**config.mk**
```make
export PLATFORM = sky130hd
export DESIGN_NAME = irq_class_seq
export DESIGN_NICKNAME = d
export VERILOG_FILES = /design/src/rtl/irq_seq_pkg.sv /design/src/rtl/irq_seq_prio.sv /design/src/rtl/irq_seq_finish.sv /design/src/rtl/irq_class_seq.sv
export SDC_FILE = /design/constraint.sdc
export NUM_CORES = 1
export LEC_CHECK = 0
export BUFFER_PORTS_ARGS = -buffer_cell sky130_fd_sc_hd__buf_2
export CAP_MARGIN = 20
export CORE_MARGIN = 4
export CORE_UTILIZATION = 48
export CTS_CLUSTER_DIAMETER = 40
export CTS_CLUSTER_SIZE = 25
export DETAILED_ROUTE_END_ITERATION = 7
export PLACE_DENSITY = 0.88
export RECOVER_POWER = 25
export SLEW_MARGIN = 10
export SYNTH_ARGS = -nofsm -noshare
export SYNTH_HDL_FRONTEND = slang
export SYNTH_SLANG_ARGS = --single-unit
```
**constraint.sdc**
```tcl
create_clock -name clk -period 3.1 [get_ports clk]
set_input_delay 0.31 -clock clk [delete_from_list [all_inputs] [get_ports clk]]
set_output_delay 0.31 -clock clk [all_outputs]
set_load 0.05 [all_outputs]
```
**src/rtl/irq_seq_pkg.sv**
```systemverilog
package irq_seq_pkg;
   typedef enum logic [2:0] {
      ST_IDLE      = 3'd0,
      ST_SELECT    = 3'd1,
      ST_DISPATCH  = 3'd2,
      ST_WAIT_DONE = 3'd3,
      ST_FINISH    = 3'd4
   } seq_state_e;
endpackage

```
**src/rtl/irq_seq_prio.sv**
```systemverilog
// Fixed-priority picker: lowest set index wins, output is one-hot.
module irq_seq_prio #(
   parameter int W = 4
) (
   input  logic [W-1:0] req_i,
   output logic [W-1:0] grant_o,
   output logic         any_o
);
   logic [W:0] seen;
   assign seen[0] = 1'b0;
   generate
      for (genvar i = 0; i < W; i++) begin : g_chain
         assign grant_o[i]  = req_i[i] & ~seen[i];
         assign seen[i+1]   = seen[i] | req_i[i];
      end
   endgenerate
   assign any_o = seen[W];
endmodule

```
**src/rtl/irq_seq_finish.sv**
```systemverilog
// End-of-chain decision: halt, unhalt and hard-request clear.
module irq_seq_finish (
   input  logic stopped_i,
   input  logic wait_bit_i,
   input  logic halted_i,
   input  logic any_pending_i,
   output logic halt_req_o,
   output logic unhalt_req_o,
   output logic clr_req_o
);
   always_comb begin
      halt_req_o   = wait_bit_i | stopped_i;
      unhalt_req_o = ~halt_req_o & halted_i;
      clr_req_o    = ~any_pending_i;
   end
endmodule

```
**src/rtl/irq_class_seq.sv**
```systemverilog
module irq_class_seq #(
   parameter int NUM_SYNC  = 2,
   parameter int NUM_ASYNC = 5
) (
   input  logic                            clk,
   input  logic                            rst_n,
   input  logic                            req_i,
   input  logic                            exec_busy_i,
   input  logic [NUM_SYNC-1:0]             sync_req_i,
   input  logic [NUM_ASYNC-1:0]            async_req_i,
   input  logic [NUM_SYNC+NUM_ASYNC-1:0]   done_i,
   input  logic                            wait_bit_i,
   input  logic                            halted_i,
   input  logic                            any_pending_i,
   output logic                            busy_o,
   output logic [NUM_SYNC+NUM_ASYNC-1:0]   dlv_o,
   output logic                            halt_o,
   output logic                            unhalt_o,
   output logic                            hard_clr_o
);
   import irq_seq_pkg::*;

   localparam int NUM_CLS  = NUM_SYNC + NUM_ASYNC;
   localparam int STOP_IDX = NUM_CLS - 1;

   generate
      if (NUM_SYNC < 1) begin : g_bad_sync
         $error("irq_class_seq: NUM_SYNC must be at least 1");
      end
      if (NUM_ASYNC < 2) begin : g_bad_async
         $error("irq_class_seq: NUM_ASYNC must be at least 2");
      end
   endgenerate

   seq_state_e          state_q;
   logic                first_q;
   logic                stop_q;
   logic [NUM_CLS-1:0]  sel_q;

   logic [NUM_SYNC-1:0]  sync_grant;
   logic [NUM_ASYNC-1:0] async_grant;
   logic                 sync_any;
   logic                 async_any;
   logic [NUM_CLS-1:0]   next_sel;
   logic                 pick_any;
   logic                 done_hit;

   irq_seq_prio #(.W(NUM_SYNC)) u_sync_prio (
      .req_i   (sync_req_i),
      .grant_o (sync_grant),
      .any_o   (sync_any)
   );

   irq_seq_prio #(.W(NUM_ASYNC)) u_async_prio (
      .req_i   (async_req_i),
      .grant_o (async_grant),
      .any_o   (async_any)
   );

   always_comb begin
      if (first_q && sync_any) begin
         next_sel = {{NUM_ASYNC{1'b0}}, sync_grant};
         pick_any = 1'b1;
      end else begin
         next_sel = {async_grant, {NUM_SYNC{1'b0}}};
         pick_any = async_any;
      end
      done_hit = |(done_i & sel_q);
   end

   always_ff @(posedge clk) begin
      if (!rst_n) begin
         state_q <= ST_IDLE;
         first_q <= 1'b0;
         stop_q  <= 1'b0;
         sel_q   <= '0;
      end else begin
         case (state_q)
            ST_IDLE: begin
               if (req_i && !exec_busy_i) begin
                  state_q <= ST_SELECT;
                  first_q <= 1'b1;
                  stop_q  <= 1'b0;
               end
            end
            ST_SELECT: begin
               first_q <= 1'b0;
               if (pick_any) begin
                  sel_q   <= next_sel;
                  state_q <= ST_DISPATCH;
               end else begin
                  sel_q   <= '0;
                  state_q <= ST_FINISH;
               end
            end
            ST_DISPATCH: begin
               state_q <= ST_WAIT_DONE;
            end
            ST_WAIT_DONE: begin
               if (done_hit) begin
                  if (sel_q[STOP_IDX]) begin
                     stop_q  <= 1'b1;
                     state_q <= ST_FINISH;
                  end else begin
                     state_q <= ST_SELECT;
                  end
               end
            end
            ST_FINISH: begin
               state_q <= ST_IDLE;
            end
            default: state_q <= ST_IDLE;
         endcase
      end
   end

   logic halt_req, unhalt_req, clr_req;

   irq_seq_finish u_finish (
      .stopped_i     (stop_q),
      .wait_bit_i    (wait_bit_i),
      .halted_i      (halted_i),
      .any_pending_i (any_pending_i),
      .halt_req_o    (halt_req),
      .unhalt_req_o  (unhalt_req),
      .clr_req_o     (clr_req)
   );

   logic in_finish;
   assign in_finish  = (state_q == ST_FINISH);
   assign busy_o     = (state_q != ST_IDLE);
   assign dlv_o      = (state_q == ST_DISPATCH) ? sel_q : '0;
   assign halt_o     = in_finish & halt_req;
   assign unhalt_o   = in_finish & unhalt_req;
   assign hard_clr_o = in_finish & clr_req;
endmodule

```
==> results of run 1 <==
state kept, by name, summed over array words and instances (netlist names):
register	flops
stop_q	1
state_q	3
sel_q	7
first_q	1
worst max-delay path by stage:
stage / from / to / cells after the start
after detailed placement: state_q[1] / dlv_o[2] / 4
after floorplan: state_q[1] / unhalt_o / 4
after CTS: state_q[1] / dlv_o[2] / 4
after global routing: state_q[1] / dlv_o[4] / 4
after global placement: state_q[1] / dlv_o[1] / 4
final: state_q[1] / dlv_o[5] / 4
per-layer routing:
metal	vias up	track usage, %
met5	-	0
met4	0	10.2
met3	5	2.77
met2	31	29.7
met1	312	21.8
li1	366	-
per-stage QoR:
| step | std cells | hold WS (ns) |
|---|---|---|
| 2_1_floorplan | 85 | 0.447 |
| 6_report | 131 | 0.296 |
| 5_1_grt | 131 | 0.329 |
| 3_5_place_dp | 127 | 0.466 |
| 3_3_place_gp | 127 | 0.461 |
| 4_1_cts | 131 | 0.291 |
critical path, delay by kind of cell (launching register included):
kind / cells / cell delay [ns]
buffers and inverters: 2 / 0.40
DFF: 1 / 0.47
and+or+nand+nor: 2 / 0.63
layout by cell type (no fill, tap or decap), drive strengths merged, types with 2 or more instances in the layout:
master	n
buf	31
o21a	3
clkbuf	4
a22oi	2
and2	7
a21boi	5
nor2b	2
inv	2
dfxtp	12
a21oi	3
nand3	5
nor2	11
nor3	5
nand2	8
area by class of cell:
type                       instances  area [µm²]
tap                               15        18.8
clock buffer                       4        36.3
multi-input combinational         67         408
fill                             110         468
sequential                        12         240
timing repair buffer              31         155
inverter                           2        7.51
cells by family after synthesis:
logic type / count (synthesis) / synth area share, %
AND/OR/NAND/NOR: 46 / 36.5
AO/OA/AOI/OAI: 20 / 21.9
flip-flops: 12 / 34.7
buffers and inverters: 6 / 5.60
XOR/XNOR: 1 / 1.27
report_power, final:
part	switching [mW]	leakage (nW)	internal (mW)
combinational	0.131	0.274	0.0796
clock	0.0583	0.0210	0.0716
sequential	0.0285	0.0974	0.175
==> out/summary.txt, run 1 <==
Skew final -> 0.0117 ns
Post-route ant nets -> 0
Crit path time final -> 2.09 ns
Number of remaining DRC errors -> 0
Sequential area share after synthesis -> 34.7%
Met3 WL post-DR -> 115 µm
I/O pin count -> 32
Input/output buffers -> 31
Commonest cells post-synth -> 12 x dfxtp_1, 11 x nor2_1, 8 x nand2_1
Number of antenna violations at the first check in global routing -> 0
Top_reg_cell synth -> dfxtp_1
Final cell utilization of the core -> 64.9%
WL per Instance -> 12.7 µm
Maximum level of the CTS H-tree -> 1
Met1 WL -> 734 µm
Via count of the routed design -> 714
Worst relative slew slack -> 64.7%
Cell area after placement -> 835 µm²
Post-synth EDFFs -> 0
Yosys warning count -> 0
Aggregate global-route resource usage -> 18.0%
Flop2flop setup slack -> 1.70 ns
Worst reg2reg path endpoint -> sel_q[1]
Power per unit of standard cell area -> 628 nW/µm²
Hold violation count in the final report -> 0
Required time at the endpoint of the critical path -> 2.79 ns
Chain of cells forming the critical path -> inv_1, nor3_1, and2_1, buf_2
Accumulated negative setup slack -> 0 ns
Setup Fix Bufs, Post-CTS -> 0
Category of the most critical setup path -> reg -> out
Run status -> complete, no violations
Met2 wire length -> 782 µm
Async set-reset flop share out of synthesis -> 0%
Total nets after synthesis -> 106
Cell depth of the worst hold path -> 3
Die Area -> 2110 µm²
Global-route wire length before repair -> 2.73 mm
Cell type with the highest aggregate area in the netlist -> dfxtp_1
Cell with the largest stage delay on the worst path -> dfxtp_1
Final weighted congestion in routability-driven placement -> 0.780
FF-to-FF Start -> state_q[0]
Transition at the pin with the smallest max-transition slack -> 0.526 ns
Via density per instance -> 5.45
Final layout net count -> 138
Uppermost signal routing layer after detailed routing -> met4
Clock transition at the registers of the reported paths -> 0.09 ns
Path category of the worst min-delay check -> in -> reg
Number of global-route vias before repair -> 612
Count of state elements after synthesis -> 12
Worst Hold End -> sel_q[6]
Area contributors post-synth -> dfxtp_1 35%, and2_1 6.3%, nor2_1 6.0%
Count of final max-slew check failures -> 0
Antenna fix cells -> 0
Total CTS buffers -> 3
Total gr overflow -> 0
Clock insertion delay at the later pin of the skew report -> 0.29 ns
Overall die width -> 46.0 µm
HP Start -> async_req_i[4]
Count of endpoints failing setup in the final report -> 0
Startpoint types -> flip-flop
DRC marker count from the first detailed-route iteration -> 20
Most numerous cell in the Yosys netlist -> dfxtp_1
Synthesis-to-finish area growth -> 25.1%
Worst setup EP type -> output pin
Core region area -> 1330 µm²
Minimum setup slack in the final design -> 1.01 ns
Cells resized by post-CTS repair -> 0
Root buffer cell -> clkbuf_4
Pin count of the biggest net entering global routing -> 14
Clock tree buffer depth -> 2
Avg Synthesized Cell Area -> 8.14 µm²
TritonCTS clock tree -> yes
Area share of the largest cell type after synthesis -> 34.7%
Syn Std Cell Area -> 692 µm²
Number of cells produced by synthesis -> 85
Hold buffer count at cts -> 0
Post-Place Setup Slack -> 1.33 ns
Final Cell Area -> 866 µm²
Drt pass-1 iters -> 4
Signal arrival time at the worst endpoint -> 1.78 ns
Largest fanout on the critical path -> 8
Period utilisation layout -> 67.5%
Max-cap violations -> 0
Unrepaired setup endpoints after global routing -> no
Starting utilization of the core area -> 51.9%
Max frequency -> 478 MHz
Slowest Stage Delay on Critical Path -> 0.47 ns
Share of cells above drive strength 1 -> 33.6%
Maximum vdd ir drop -> 0.233 mV
Std cell rows -> 13
Final Total Pwr -> 0.544 mW
Final Routed Wirelength -> 1.67 mm
Die boundary height -> 46.0 µm
Unique cell type count in the Yosys netlist -> 34
Count of clock tree sinks -> 12
Standby leakage power -> 0.392 nW
Detailed-placement wirelength estimate -> 1.33 mm
Worst R2R Path Depth -> 4
Note: power is estimated with default switching activity, not from simulation.
==> run 2: changes to the inputs <==
Settings changed: CORE_UTILIZATION 48 to 44, PLACE_DENSITY 0.88 to 0.82.
Clock period 3.1 ns to 2 ns, I/O delays scaled along.
==> out/summary.txt, run 2 (synthesis gave the netlist of run 1 again) <==
Biggest regs -> sel_q (7), state_q (3)
Final weighted congestion in routability-driven placement -> 0.799 (+2.5%)
Max frequency -> 558 MHz
Int Pwr -> 0.463 mW (+42%)
Largest Register -> sel_q
Pin count of the biggest net entering global routing -> 14 (unchanged)
Final Cell Area -> 858 µm² (-0.87%)
Switching Power -> 0.327 mW (+50%)
Final Total Pwr -> 0.790 mW (+45%)
Flop2flop setup slack -> 0.54 ns (-1.16 ns)
Core region area -> 1490 µm² (+12%)
Worst relative slew slack -> 65.7% (+1.0 points)
Cell depth of the worst hold path -> 3 (unchanged)
Std cell rows -> 14 (+1)
Most common cell after layout, fill and taps aside -> buf_2
Count of final max-slew check failures -> 0 (unchanged)
Synthesis-to-finish area growth -> 24.1%
Clock share of power -> 18.3% (-5.6 points)
Clock transition at the registers of the reported paths -> 0.07 ns (-0.02 ns)
Final layout net count -> 138 (unchanged)
Share of cells above drive strength 1 -> 33.9% (+0.29 points)
FF-to-FF Start -> state_q[0]
Die boundary height -> 47.7 µm (+3.7%)
Clock tree buffer depth -> 2 (unchanged)
Number of flip-flops under the largest register name -> 7 (unchanged)
Root buffer cell -> clkbuf_4
Input/output buffers -> 31 (unchanged)
Die Area -> 2270 µm² (+7.5%)
Worst reg2reg path endpoint -> sel_q[0]
Sw Ratio -> 41.4% (+1.3 points)
Hold violation count in the final report -> 0 (unchanged)
Standby leakage power -> 0.387 nW (-1.3%)
Signal arrival time at the worst endpoint -> 1.59 ns (-0.19 ns)
Clock insertion delay at the later pin of the skew report -> 0.27 ns (-0.02 ns)
Starting utilization of the core area -> 46.5% (-5.4 points)
Setup Fix Bufs, Post-CTS -> 0 (unchanged)
Crit path time final -> 1.79 ns
Maximum vdd ir drop -> 0.622 mV (+170%)
DRC marker count from the first detailed-route iteration -> 16 (-20%)
Final Routed Wirelength -> 1.68 mm (+0.84%)
Number of remaining DRC errors -> 0 (unchanged)
Via count of the routed design -> 724 (+1.4%)
Number of antenna violations at the first check in global routing -> 0 (unchanged)
Detailed-placement wirelength estimate -> 1.35 mm (+1.8%)
I/O pin count -> 32 (unchanged)
Worst Hold End -> sel_q[5]
Global-route wire length before repair -> 2.59 mm (-5.1%)
Category of the most critical setup path -> reg -> out
Total gr overflow -> 0 (unchanged)
Post-Place Setup Slack -> 0.335 ns (-0.992 ns)
Run status -> complete, no violations
Commonest non-fill, non-tap cells in the layout -> 31 x buf_2, 12 x dfxtp_1, 11 x nor2_1
Final cell utilization of the core -> 57.6% (-7.3 points)
Part of the power in combinational logic -> 41.8% (+3.1 points)
Accumulated negative setup slack -> 0 ns (unchanged)
Worst setup EP type -> output pin
Count of clock tree sinks -> 12 (unchanged)
Transition at the pin with the smallest max-transition slack -> 0.511 ns (-0.0150 ns)
Worst R2R Path Depth -> 4 (unchanged)
Overall die width -> 47.7 µm (+3.7%)
Minimum setup slack in the final design -> 0.207 ns (-0.800 ns)
Required time at the endpoint of the critical path -> 1.80 ns (-0.99 ns)
Share of total power in sequential cells -> 39.9% (+2.5 points)
Cell area after placement -> 836 µm² (+0.15%)
Power per unit of standard cell area -> 920 nW/µm² (+46%)
Largest fanout on the critical path -> 8 (unchanged)
Startpoint types -> flip-flop
HP Start -> async_req_i[3]
Drt pass-1 iters -> 4 (unchanged)
Period utilisation layout -> 89.7%
Count of endpoints failing setup in the final report -> 0 (unchanged)
Maximum level of the CTS H-tree -> 1 (unchanged)
Skew final -> 0.00319 ns (-0.00851 ns)
Via density per instance -> 5.53 (+1.4%)
Aggregate global-route resource usage -> 16.7% (-1.4 points)
Antenna fix cells -> 0 (unchanged)
TritonCTS clock tree -> yes
Unrepaired setup endpoints after global routing -> no
Post-route ant nets -> 0 (unchanged)
WL per Instance -> 12.9 µm (+0.84%)
Path category of the worst min-delay check -> in -> reg
Max-cap violations -> 0 (unchanged)
Total CTS buffers -> 3 (unchanged)
Number of global-route vias before repair -> 587 (-4.1%)
==> run 2: cell types whose count changed in the layout (fill, tap and decap cells not counted) <==
cell      previous run  this run
clkbuf_8             1         0
a21boi_1             1         0
a21boi_0             4         5
nor3_1               3         2
nor3_2               2         3
==> run 2: metrics by stage <==
step | cells | hold slack [ns]
finish | 131 | 0.203
global route | 131 | 0.196
CTS | 131 | 0.195
detailed placement | 128 | 0.468
global placement | 128 | 0.460
floorplan | 85 | 0.351
==> run 2: what timing repair did <==
action,CTS,global route
hold buffers,0,0
resized for setup,0,1
endpoints found under the setup margin,0,7
endpoints found under the hold margin,0,0
==> run 2: power by group through the flow <==
stage / sequential (mW) / combinational [mW] / clock, mW
2_1_floorplan: 0.296 / 0.296 / 0
3_3_place_gp: 0.318 / 0.322 / 0
3_5_place_dp: 0.319 / 0.327 / 0
4_1_cts: 0.315 / 0.330 / 0.152
5_1_grt: 0.321 / 0.368 / 0.163
6_report: 0.315 / 0.330 / 0.144
==> run 2: worst max-delay path by stage <==
stage                     startpoint       end  slack [ns]  cells after the start
after floorplan           state_q[1]  unhalt_o        0.47                      4
after global placement    state_q[1]  dlv_o[6]        0.39                      4
after detailed placement  state_q[1]  dlv_o[4]        0.33                      4
after CTS                 state_q[1]  dlv_o[4]        0.02                      4
after global routing      state_q[1]  dlv_o[4]        0.09                      4
final                     state_q[1]  dlv_o[4]        0.21                      4
==> run 2: routing by layer <==
metal / share of wire, % / GRT usage [%]
met5: 0 / 0
met4: 0.71 / 6.45
met3: 5.5 / 5.64
met2: 52 / 27.8
met1: 41 / 19.7
==> run 2: cell type report <==
class / count / area (µm²)
well taps: 16 / 20.0
inverters: 2 / 7.51
repair buffers: 31 / 155
clock buffers: 3 / 22.5
multi-input cells: 67 / 413
fillers: 151 / 631
flip-flops and latches: 12 / 240
==> run 2: critical path: stages (launching register included) <==
cell and delay (ns):
dfxtp_1 0.45, inv_1 0.14, nor3_2 0.28, and2_1 0.19, buf_2 0.26
